[config.mk]
export PLATFORM = sky130hd
export DESIGN_NAME = nco_phase_ctrl
export DESIGN_NICKNAME = d
export VERILOG_FILES = /design/src/rtl/nco_pkg.sv /design/src/rtl/nco_bus_port.sv /design/src/rtl/nco_ctrl_reg.sv /design/src/rtl/nco_freq_acc.sv /design/src/rtl/nco_phase_out.sv /design/src/rtl/nco_phase_ctrl.sv
export SDC_FILE = /design/constraint.sdc
export NUM_CORES = 1
export LEC_CHECK = 0
export BUFFER_PORTS_ARGS = -buffer_cell sky130_fd_sc_hd__buf_4
export CAP_MARGIN = 20
export CORE_UTILIZATION = 39
export CTS_CLUSTER_SIZE = 14
export DETAILED_ROUTE_END_ITERATION = 8
export HOLD_SLACK_MARGIN = 0.15
export SLEW_MARGIN = 20
export SYNTH_ARGS = -nofsm -noshare
export SYNTH_HDL_FRONTEND = slang
export SYNTH_SLANG_ARGS = --single-unit
[constraint.sdc]
create_clock -name clk -period 12.82 [get_ports clk]
set_input_delay 1.923 -clock clk [delete_from_list [all_inputs] [get_ports clk]]
set_output_delay 1.923 -clock clk [all_outputs]
set_load 0.02 [all_outputs]
[src/rtl/nco_pkg.sv]
package nco_pkg;

    typedef enum logic [0:0] {
        BUS_IDLE  = 1'b0,
        BUS_ARMED = 1'b1
    } bus_state_t;

    localparam logic [1:0] ADDR_FREQ_LO = 2'd0;
    localparam logic [1:0] ADDR_FREQ_HI = 2'd1;
    localparam logic [1:0] ADDR_PHASE   = 2'd2;
    localparam logic [1:0] ADDR_SPARE   = 2'd3;

    typedef struct packed {
        logic       ctr_we_n;
        logic       ofs_we_n;
        logic       ph_we_n;
        logic       acc_en_n;
        logic       acc_zero_n;
        logic       ofs_mask_n;
        logic       carry_in_n;
        logic       ph_src_sel;
        logic       half_turn;
        logic [1:0] qpsk;
    } ctrl_t;

    localparam ctrl_t CTRL_RESET = '{
        ctr_we_n:   1'b1,
        ofs_we_n:   1'b1,
        ph_we_n:    1'b1,
        acc_en_n:   1'b1,
        acc_zero_n: 1'b1,
        ofs_mask_n: 1'b1,
        carry_in_n: 1'b1,
        ph_src_sel: 1'b0,
        half_turn:  1'b0,
        qpsk:       2'b00
    };

    // quarter-turn code: 0 deg, 90 deg, 270 deg, 180 deg
    function automatic logic [1:0] qpsk_map(input logic [1:0] code);
        logic [1:0] r;
        unique case (code)
            2'b00:   r = 2'b00;
            2'b01:   r = 2'b01;
            2'b10:   r = 2'b11;
            default: r = 2'b10;
        endcase
        return r;
    endfunction

endpackage

[src/rtl/nco_bus_port.sv]
module nco_bus_port
    import nco_pkg::*;
#(
    parameter int BUS_W = 16
) (
    input  logic             clk,
    input  logic             rst_n,
    input  logic             cs_n,
    input  logic             wr_n,
    input  logic [1:0]       addr,
    input  logic [BUS_W-1:0] data,
    output logic [BUS_W-1:0] lo_q,
    output logic [BUS_W-1:0] hi_q,
    output logic [BUS_W-1:0] ph_in_q
);

    bus_state_t state_q, state_d;
    logic       commit;

    // state register
    always_ff @(posedge clk or negedge rst_n) begin
        if (!rst_n) state_q <= BUS_IDLE;
        else        state_q <= state_d;
    end

    // next state
    always_comb begin
        state_d = state_q;
        commit  = 1'b0;
        unique case (state_q)
            BUS_IDLE: begin
                if (!cs_n && !wr_n) state_d = BUS_ARMED;
            end
            BUS_ARMED: begin
                if (cs_n) begin
                    state_d = BUS_IDLE;        // abandon
                end else if (wr_n) begin
                    state_d = BUS_IDLE;        // commit
                    commit  = 1'b1;
                end
            end
            default: state_d = BUS_IDLE;
        endcase
    end

    // outputs: staging registers
    always_ff @(posedge clk or negedge rst_n) begin
        if (!rst_n) begin
            lo_q    <= '0;
            hi_q    <= '0;
            ph_in_q <= '0;
        end else if (commit) begin
            unique case (addr)
                ADDR_FREQ_LO: lo_q    <= data;
                ADDR_FREQ_HI: hi_q    <= data;
                ADDR_PHASE:   ph_in_q <= data;
                ADDR_SPARE:   ;
                default:      ;
            endcase
        end
    end

endmodule

[src/rtl/nco_ctrl_reg.sv]
module nco_ctrl_reg
    import nco_pkg::*;
(
    input  logic       clk,
    input  logic       rst_n,
    input  logic       ctr_we_n,
    input  logic       ofs_we_n,
    input  logic       ph_we_n,
    input  logic       acc_en_n,
    input  logic       acc_zero_n,
    input  logic       ofs_mask_n,
    input  logic       carry_in_n,
    input  logic       ph_src_sel,
    input  logic [1:0] qpsk_code,
    input  logic       half_turn,
    output ctrl_t      ctl_q
);

    ctrl_t ctl_d;

    always_comb begin
        ctl_d.ctr_we_n   = ctr_we_n;
        ctl_d.ofs_we_n   = ofs_we_n;
        ctl_d.ph_we_n    = ph_we_n;
        ctl_d.acc_en_n   = acc_en_n;
        ctl_d.acc_zero_n = acc_zero_n;
        ctl_d.ofs_mask_n = ofs_mask_n;
        ctl_d.carry_in_n = carry_in_n;
        ctl_d.ph_src_sel = ph_src_sel;
        ctl_d.half_turn  = half_turn;
        ctl_d.qpsk       = qpsk_code;
    end

    always_ff @(posedge clk or negedge rst_n) begin
        if (!rst_n) ctl_q <= CTRL_RESET;
        else        ctl_q <= ctl_d;
    end

endmodule

[src/rtl/nco_freq_acc.sv]
module nco_freq_acc
    import nco_pkg::*;
#(
    parameter int ACC_W = 32
) (
    input  logic             clk,
    input  logic             rst_n,
    input  ctrl_t            ctl,
    input  logic [ACC_W-1:0] word_in,
    output logic [ACC_W-1:0] ctr_q,
    output logic [ACC_W-1:0] ofs_q,
    output logic [ACC_W-1:0] freq_sum,
    output logic [ACC_W-1:0] acc_q,
    output logic             wrap_n
);

    logic [ACC_W-1:0] feedback;
    logic [ACC_W:0]   acc_next;

    always_ff @(posedge clk or negedge rst_n) begin
        if (!rst_n) begin
            ctr_q <= '0;
            ofs_q <= '0;
        end else begin
            if (!ctl.ctr_we_n) ctr_q <= word_in;
            if (!ctl.ofs_we_n) ofs_q <= word_in;
        end
    end

    always_comb begin
        freq_sum = ctr_q + (ctl.ofs_mask_n ? ofs_q : '0);
        feedback = ctl.acc_zero_n ? acc_q : '0;
        acc_next = {1'b0, feedback} + {1'b0, freq_sum}
                 + {{ACC_W{1'b0}}, ~ctl.carry_in_n};
    end

    always_ff @(posedge clk or negedge rst_n) begin
        if (!rst_n) begin
            acc_q  <= '0;
            wrap_n <= 1'b1;
        end else if (!ctl.acc_en_n) begin
            acc_q  <= acc_next[ACC_W-1:0];
            wrap_n <= ~acc_next[ACC_W];
        end else begin
            wrap_n <= 1'b1;
        end
    end

endmodule

[src/rtl/nco_phase_out.sv]
module nco_phase_out
    import nco_pkg::*;
#(
    parameter int ACC_W = 32,
    parameter int PH_W  = 16
) (
    input  logic             clk,
    input  logic             rst_n,
    input  ctrl_t            ctl,
    input  logic [PH_W-1:0]  ph_in,
    input  logic [ACC_W-1:0] acc,
    output logic [ACC_W-1:0] arg_q
);

    localparam int LOW_W = ACC_W - PH_W;

    logic [PH_W-1:0]  ph_q;
    logic [PH_W-1:0]  ph_src;
    logic [PH_W-1:0]  top_sum;
    logic [ACC_W-1:0] arg_d;

    always_comb begin
        if (ctl.ph_src_sel) ph_src = ph_in;
        else                ph_src = {qpsk_map(ctl.qpsk), {(PH_W-2){1'b0}}};
    end

    always_ff @(posedge clk or negedge rst_n) begin
        if (!rst_n)            ph_q <= '0;
        else if (!ctl.ph_we_n) ph_q <= ph_src;
    end

    always_comb begin
        top_sum = acc[ACC_W-1:LOW_W] + ph_q;
        arg_d   = {top_sum, acc[LOW_W-1:0]};
        if (ctl.half_turn) arg_d[ACC_W-1] = 1'b0;
    end

    always_ff @(posedge clk or negedge rst_n) begin
        if (!rst_n) arg_q <= '0;
        else        arg_q <= arg_d;
    end

endmodule

[src/rtl/nco_phase_ctrl.sv]
module nco_phase_ctrl
    import nco_pkg::*;
#(
    parameter  int BUS_W = 16,
    localparam int ACC_W = 2 * BUS_W
) (
    input  logic             clk,
    input  logic             rst_n,
    input  logic             bus_cs_n,
    input  logic             bus_wr_n,
    input  logic [1:0]       bus_addr,
    input  logic [BUS_W-1:0] bus_data,
    input  logic             ctr_we_n,
    input  logic             ofs_we_n,
    input  logic             ph_we_n,
    input  logic             acc_en_n,
    input  logic             acc_zero_n,
    input  logic             ofs_mask_n,
    input  logic             carry_in_n,
    input  logic             ph_src_sel,
    input  logic [1:0]       qpsk_code,
    input  logic             half_turn,
    output logic [ACC_W-1:0] phase_arg,
    output logic             wrap_n
);

    logic [BUS_W-1:0] lo_word;
    logic [BUS_W-1:0] hi_word;
    logic [BUS_W-1:0] ph_word;
    ctrl_t            ctl;
    logic [ACC_W-1:0] ctr_val;
    logic [ACC_W-1:0] ofs_val;
    logic [ACC_W-1:0] freq_sum;
    logic [ACC_W-1:0] acc_val;

    nco_bus_port #(.BUS_W(BUS_W)) u_bus (
        .clk     (clk),
        .rst_n   (rst_n),
        .cs_n    (bus_cs_n),
        .wr_n    (bus_wr_n),
        .addr    (bus_addr),
        .data    (bus_data),
        .lo_q    (lo_word),
        .hi_q    (hi_word),
        .ph_in_q (ph_word)
    );

    nco_ctrl_reg u_ctrl (
        .clk        (clk),
        .rst_n      (rst_n),
        .ctr_we_n   (ctr_we_n),
        .ofs_we_n   (ofs_we_n),
        .ph_we_n    (ph_we_n),
        .acc_en_n   (acc_en_n),
        .acc_zero_n (acc_zero_n),
        .ofs_mask_n (ofs_mask_n),
        .carry_in_n (carry_in_n),
        .ph_src_sel (ph_src_sel),
        .qpsk_code  (qpsk_code),
        .half_turn  (half_turn),
        .ctl_q      (ctl)
    );

    nco_freq_acc #(.ACC_W(ACC_W)) u_acc (
        .clk      (clk),
        .rst_n    (rst_n),
        .ctl      (ctl),
        .word_in  ({hi_word, lo_word}),
        .ctr_q    (ctr_val),
        .ofs_q    (ofs_val),
        .freq_sum (freq_sum),
        .acc_q    (acc_val),
        .wrap_n   (wrap_n)
    );

    nco_phase_out #(.ACC_W(ACC_W), .PH_W(BUS_W)) u_out (
        .clk   (clk),
        .rst_n (rst_n),
        .ctl   (ctl),
        .ph_in (ph_word),
        .acc   (acc_val),
        .arg_q (phase_arg)
    );

endmodule

==> results.md <==
- Status: completed
- Core box area: 29000 sq um
- Filler Cell Count: 2837
- RSZ-0062 raised after global routing: no
- Worst vdd rail ir drop: 0.0731 mV
- Largest net degree at the start of global routing: 78
- Syn Nets: 1229
- Post-DP Area: 12500 sq um
- Fin nets: 1282
- CP startpoint: u_ctrl.ctl_q[5]
- HPWL after DPL: 20000 microns
- Post-Route Skew: 19.5 ps
- Hold Path Origin: u_acc.acc_q[12]
- Period utilization: 37.6%
- Total grt overflow: 0
- Worst Setup Start Kind: register
- Fin. Hold Viols: 0
- Vias/cell: 5.28
- Height of the chip: 175 microns
- Initial DRC Count: 517
- R2R depth: 17
- Setup Viol. Count Final: 0
- Area grow syn2layout: 14.7%
- Clk_lat worst skew: 530 ps
- Placer Congestion: 0.860
- Routed via count: 8273
- Top Family by Delay on Critical Path: compound AO/OA/AOI/OAI gates
- First-pass GRT wire length: 44000 microns
- Worst min-delay path category: register to register
- Max clock buf depth: 3
- PwrDens: 207 nW/um^2
- Crit path top cell by count: a21oi_1
- Core Rows: 62
- Total track usage: 18.0%
- Post-placement cell count: 1524
- Drt total wl: 26800 microns
- DR pass1 iterations: 5
- CP peak stage delay: 810 ps
- Worst path cell trace: nand2_1 -> inv_1 -> ha_1 -> a21oi_1 -> o2111ai_1 -> a21oi_1 -> o21bai_1 -> and2_1 -> a21o_1 -> a21oi_1 -> xnor2_1 -> ha_1 -> a21oi_1 -> o21ai_0 -> a311oi_1 -> and4_1 -> nor3_1
- Reg2reg start: u_ctrl.ctl_q[5]
- Port bufs: 65
- Part of the Yosys area used for sequential elements: 44.2%
- Die W: 175 microns
- Final slew viol count: 0
- WP data arrival: 5220 ps
- Fmax: 208 MHz
- Slowest CP cell: dfstp_2
- Worst setup path class: register to register
- Design area: 13300 sq um
- Yosys warns: 0
- Post-cts resize count: 0
- Tightest Pin Transition: 1040 ps
- Synth Register Bits: 205
- Clk sinks: 205
- Die area: 30500 sq um
- Syn Area/Cell: 10.4 sq um
- WHS Path Cells: 0
- EDFF count, synth: 0
- Vias in the first global route: 8240
- Placement Setup Slack: 7970 ps
- Minimum clock period: 4820 ps
- Levels on crit path: 17
- H-tree lvl count: 1
- Layout cell share with drive strength beyond 1: 21.5%
- Initial Utilization: 40.1%
- CP max FO: 32
- Final ANT Viol Nets: 0
- Ys flop type: dfrtp_1
- TritonCTS clock tree: yes
- Cts hold-fix bufs: 0
- Residual DRC: 0
- Total CTS buffers: 24
- Per-cell routed wire length: 17.1 microns
- CP Data Required Time: 13220 ps
- Postcts setup bufs: 0
- CP endpoint kind: register
- Finished Layout Cells: 1568
- Yosys cell types: 69
- Worst Path Buf+Inv: 1
- Setup Total Neg Slack: 0 ps
- Rel. slew slack: 30.9%
- Diodes inserted: 0
- Maxcap violations: 0
- Async SR Flop Fraction: 100%
- Syn Std Cell Area: 11600 sq um
- Initial antenna violation count: 0
- CTS Root Cell: clkbuf_16
- I/O pin cnt: 66
- Synthesized instance count: 1113
- Clk slew on worst S/H paths: 60 ps
- Leak pwr: 6.33 nW
- Final setup margin: 8000 ps
- Fin util: 46.0%
[power by group]
part,internal [mW],total [mW],switching [mW]
registers,0.828,0.962,0.134
logic,0.466,1.05,0.587
clock network,0.465,0.741,0.276
[flip-flops by register name (all words and copies together) (netlist names)]
| name | count |
|---|---|
| u_bus.hi_q | 16 |
| u_acc.wrap_n | 1 |
| u_out.ph_q | 16 |
| u_acc.ctr_q | 32 |
| u_bus.state_q | 1 |
| u_bus.ph_in_q | 16 |
| u_out.arg_q | 32 |
| u_acc.acc_q | 32 |
| u_acc.ofs_q | 32 |
| u_bus.lo_q | 16 |
| u_ctrl.ctl_q | 11 |
[through the flow]
stage / hold WS [ps] / total power [mW]
after CTS: 399 / 2.78
after global routing: 417 / 2.95
after detailed placement: 387 / 2.03
after global placement: 382 / 2.01
final: 389 / 2.76
after floorplan: 367 / 1.70
[routing by layer]
metal	wire length, microns	vias up	track usage [%]
li1	-	4069	-
met1	13400	4019	26.6
met2	11700	145	27.4
met3	1140	40	2.57
met4	507	0	4.60
met5	0	-	0
[final timing paths]
check,end,slack (ps)
max in group asynchronous,u_out.arg_q[18],9250
min,u_out.arg_q[12],390
min in group asynchronous,u_bus.lo_q[3],1370
min reg2reg,u_out.arg_q[12],390
max,u_acc.acc_q[28],8000
max reg2reg,u_acc.acc_q[28],8000
[layout by cell type (no fill, tap or decap), types with 4 or more instances in the layout]
master,n
o2111ai_1,5
nand2b_1,8
a311oi_1,4
bufinv_16,5
a21boi_0,4
inv_1,27
dfrtp_1,197
or2_2,4
nor2_1,55
a31oi_1,5
xor2_1,18
nor2b_1,8
and4_1,4
nand2_1,110
ha_1,79
a21o_1,36
nand3b_1,5
o21ai_1,8
o211ai_1,4
clkbuf_1,7
and3_1,7
mux2_2,115
nand3_1,20
fa_1,4
o21a_1,5
buf_4,68
xnor2_1,44
nor3_1,13
nor3_2,4
nand4_1,5
and2_1,62
clkbuf_16,25
a211oi_1,9
a21oi_1,72
o31ai_1,7
dfstp_2,8
o21ai_0,61
o21bai_1,10
[cells by family after synthesis]
| group | after synthesis | share of synthesized area (%) |
|---|---|---|
| compound gates | 260 | 14.6 |
| xor+xnor | 62 | 4.67 |
| fa+ha+maj | 83 | 9.19 |
| buf+inv | 69 | 2.25 |
| flops | 205 | 44.2 |
| mux | 117 | 11.3 |
| simple gates | 317 | 13.8 |
[Yosys cell counts, types with 4 or more instances]
library cell | count | area share [%]
mux2_2 | 115 | 11
nand2b_1 | 8 | 0.43
ha_1 | 79 | 8.5
nand2_1 | 110 | 3.6
nor3_1 | 14 | 0.60
xor2_1 | 18 | 1.4
xnor2_1 | 44 | 3.3
nor2_1 | 55 | 1.8
o21ai_0 | 61 | 2.6
and3_1 | 7 | 0.38
clkbuf_1 | 33 | 1.1
fa_1 | 4 | 0.69
a21oi_1 | 72 | 3.1
nor2b_1 | 8 | 0.43
o31ai_1 | 7 | 0.45
nand4_1 | 5 | 0.27
a211oi_1 | 9 | 0.58
dfstp_2 | 8 | 1.8
o2111ai_1 | 5 | 0.38
and4_1 | 4 | 0.30
a21o_1 | 36 | 2.3
dfrtp_1 | 197 | 42
nand3_1 | 20 | 0.86
buf_1 | 7 | 0.23
o21a_1 | 5 | 0.32
or2_2 | 4 | 0.22
o21ai_1 | 8 | 0.34
o21bai_1 | 10 | 0.65
inv_1 | 27 | 0.87
o211ai_1 | 4 | 0.26
and2_1 | 62 | 3.3
a311oi_1 | 4 | 0.30
a21boi_0 | 4 | 0.26
nand3b_1 | 5 | 0.32
a31oi_1 | 5 | 0.27
[cell type report]
cell class	instances	area, sq um	area share, %
clock buffer	33	666	4.99
sequential	205	5140	38.5
clock inverter	11	193	1.44
inverter	27	101	0.760
multi-input combinational	839	6230	46.7
timing repair buffer	69	524	3.93
tap	384	480	3.60
(Power assumes the default switching activity.)
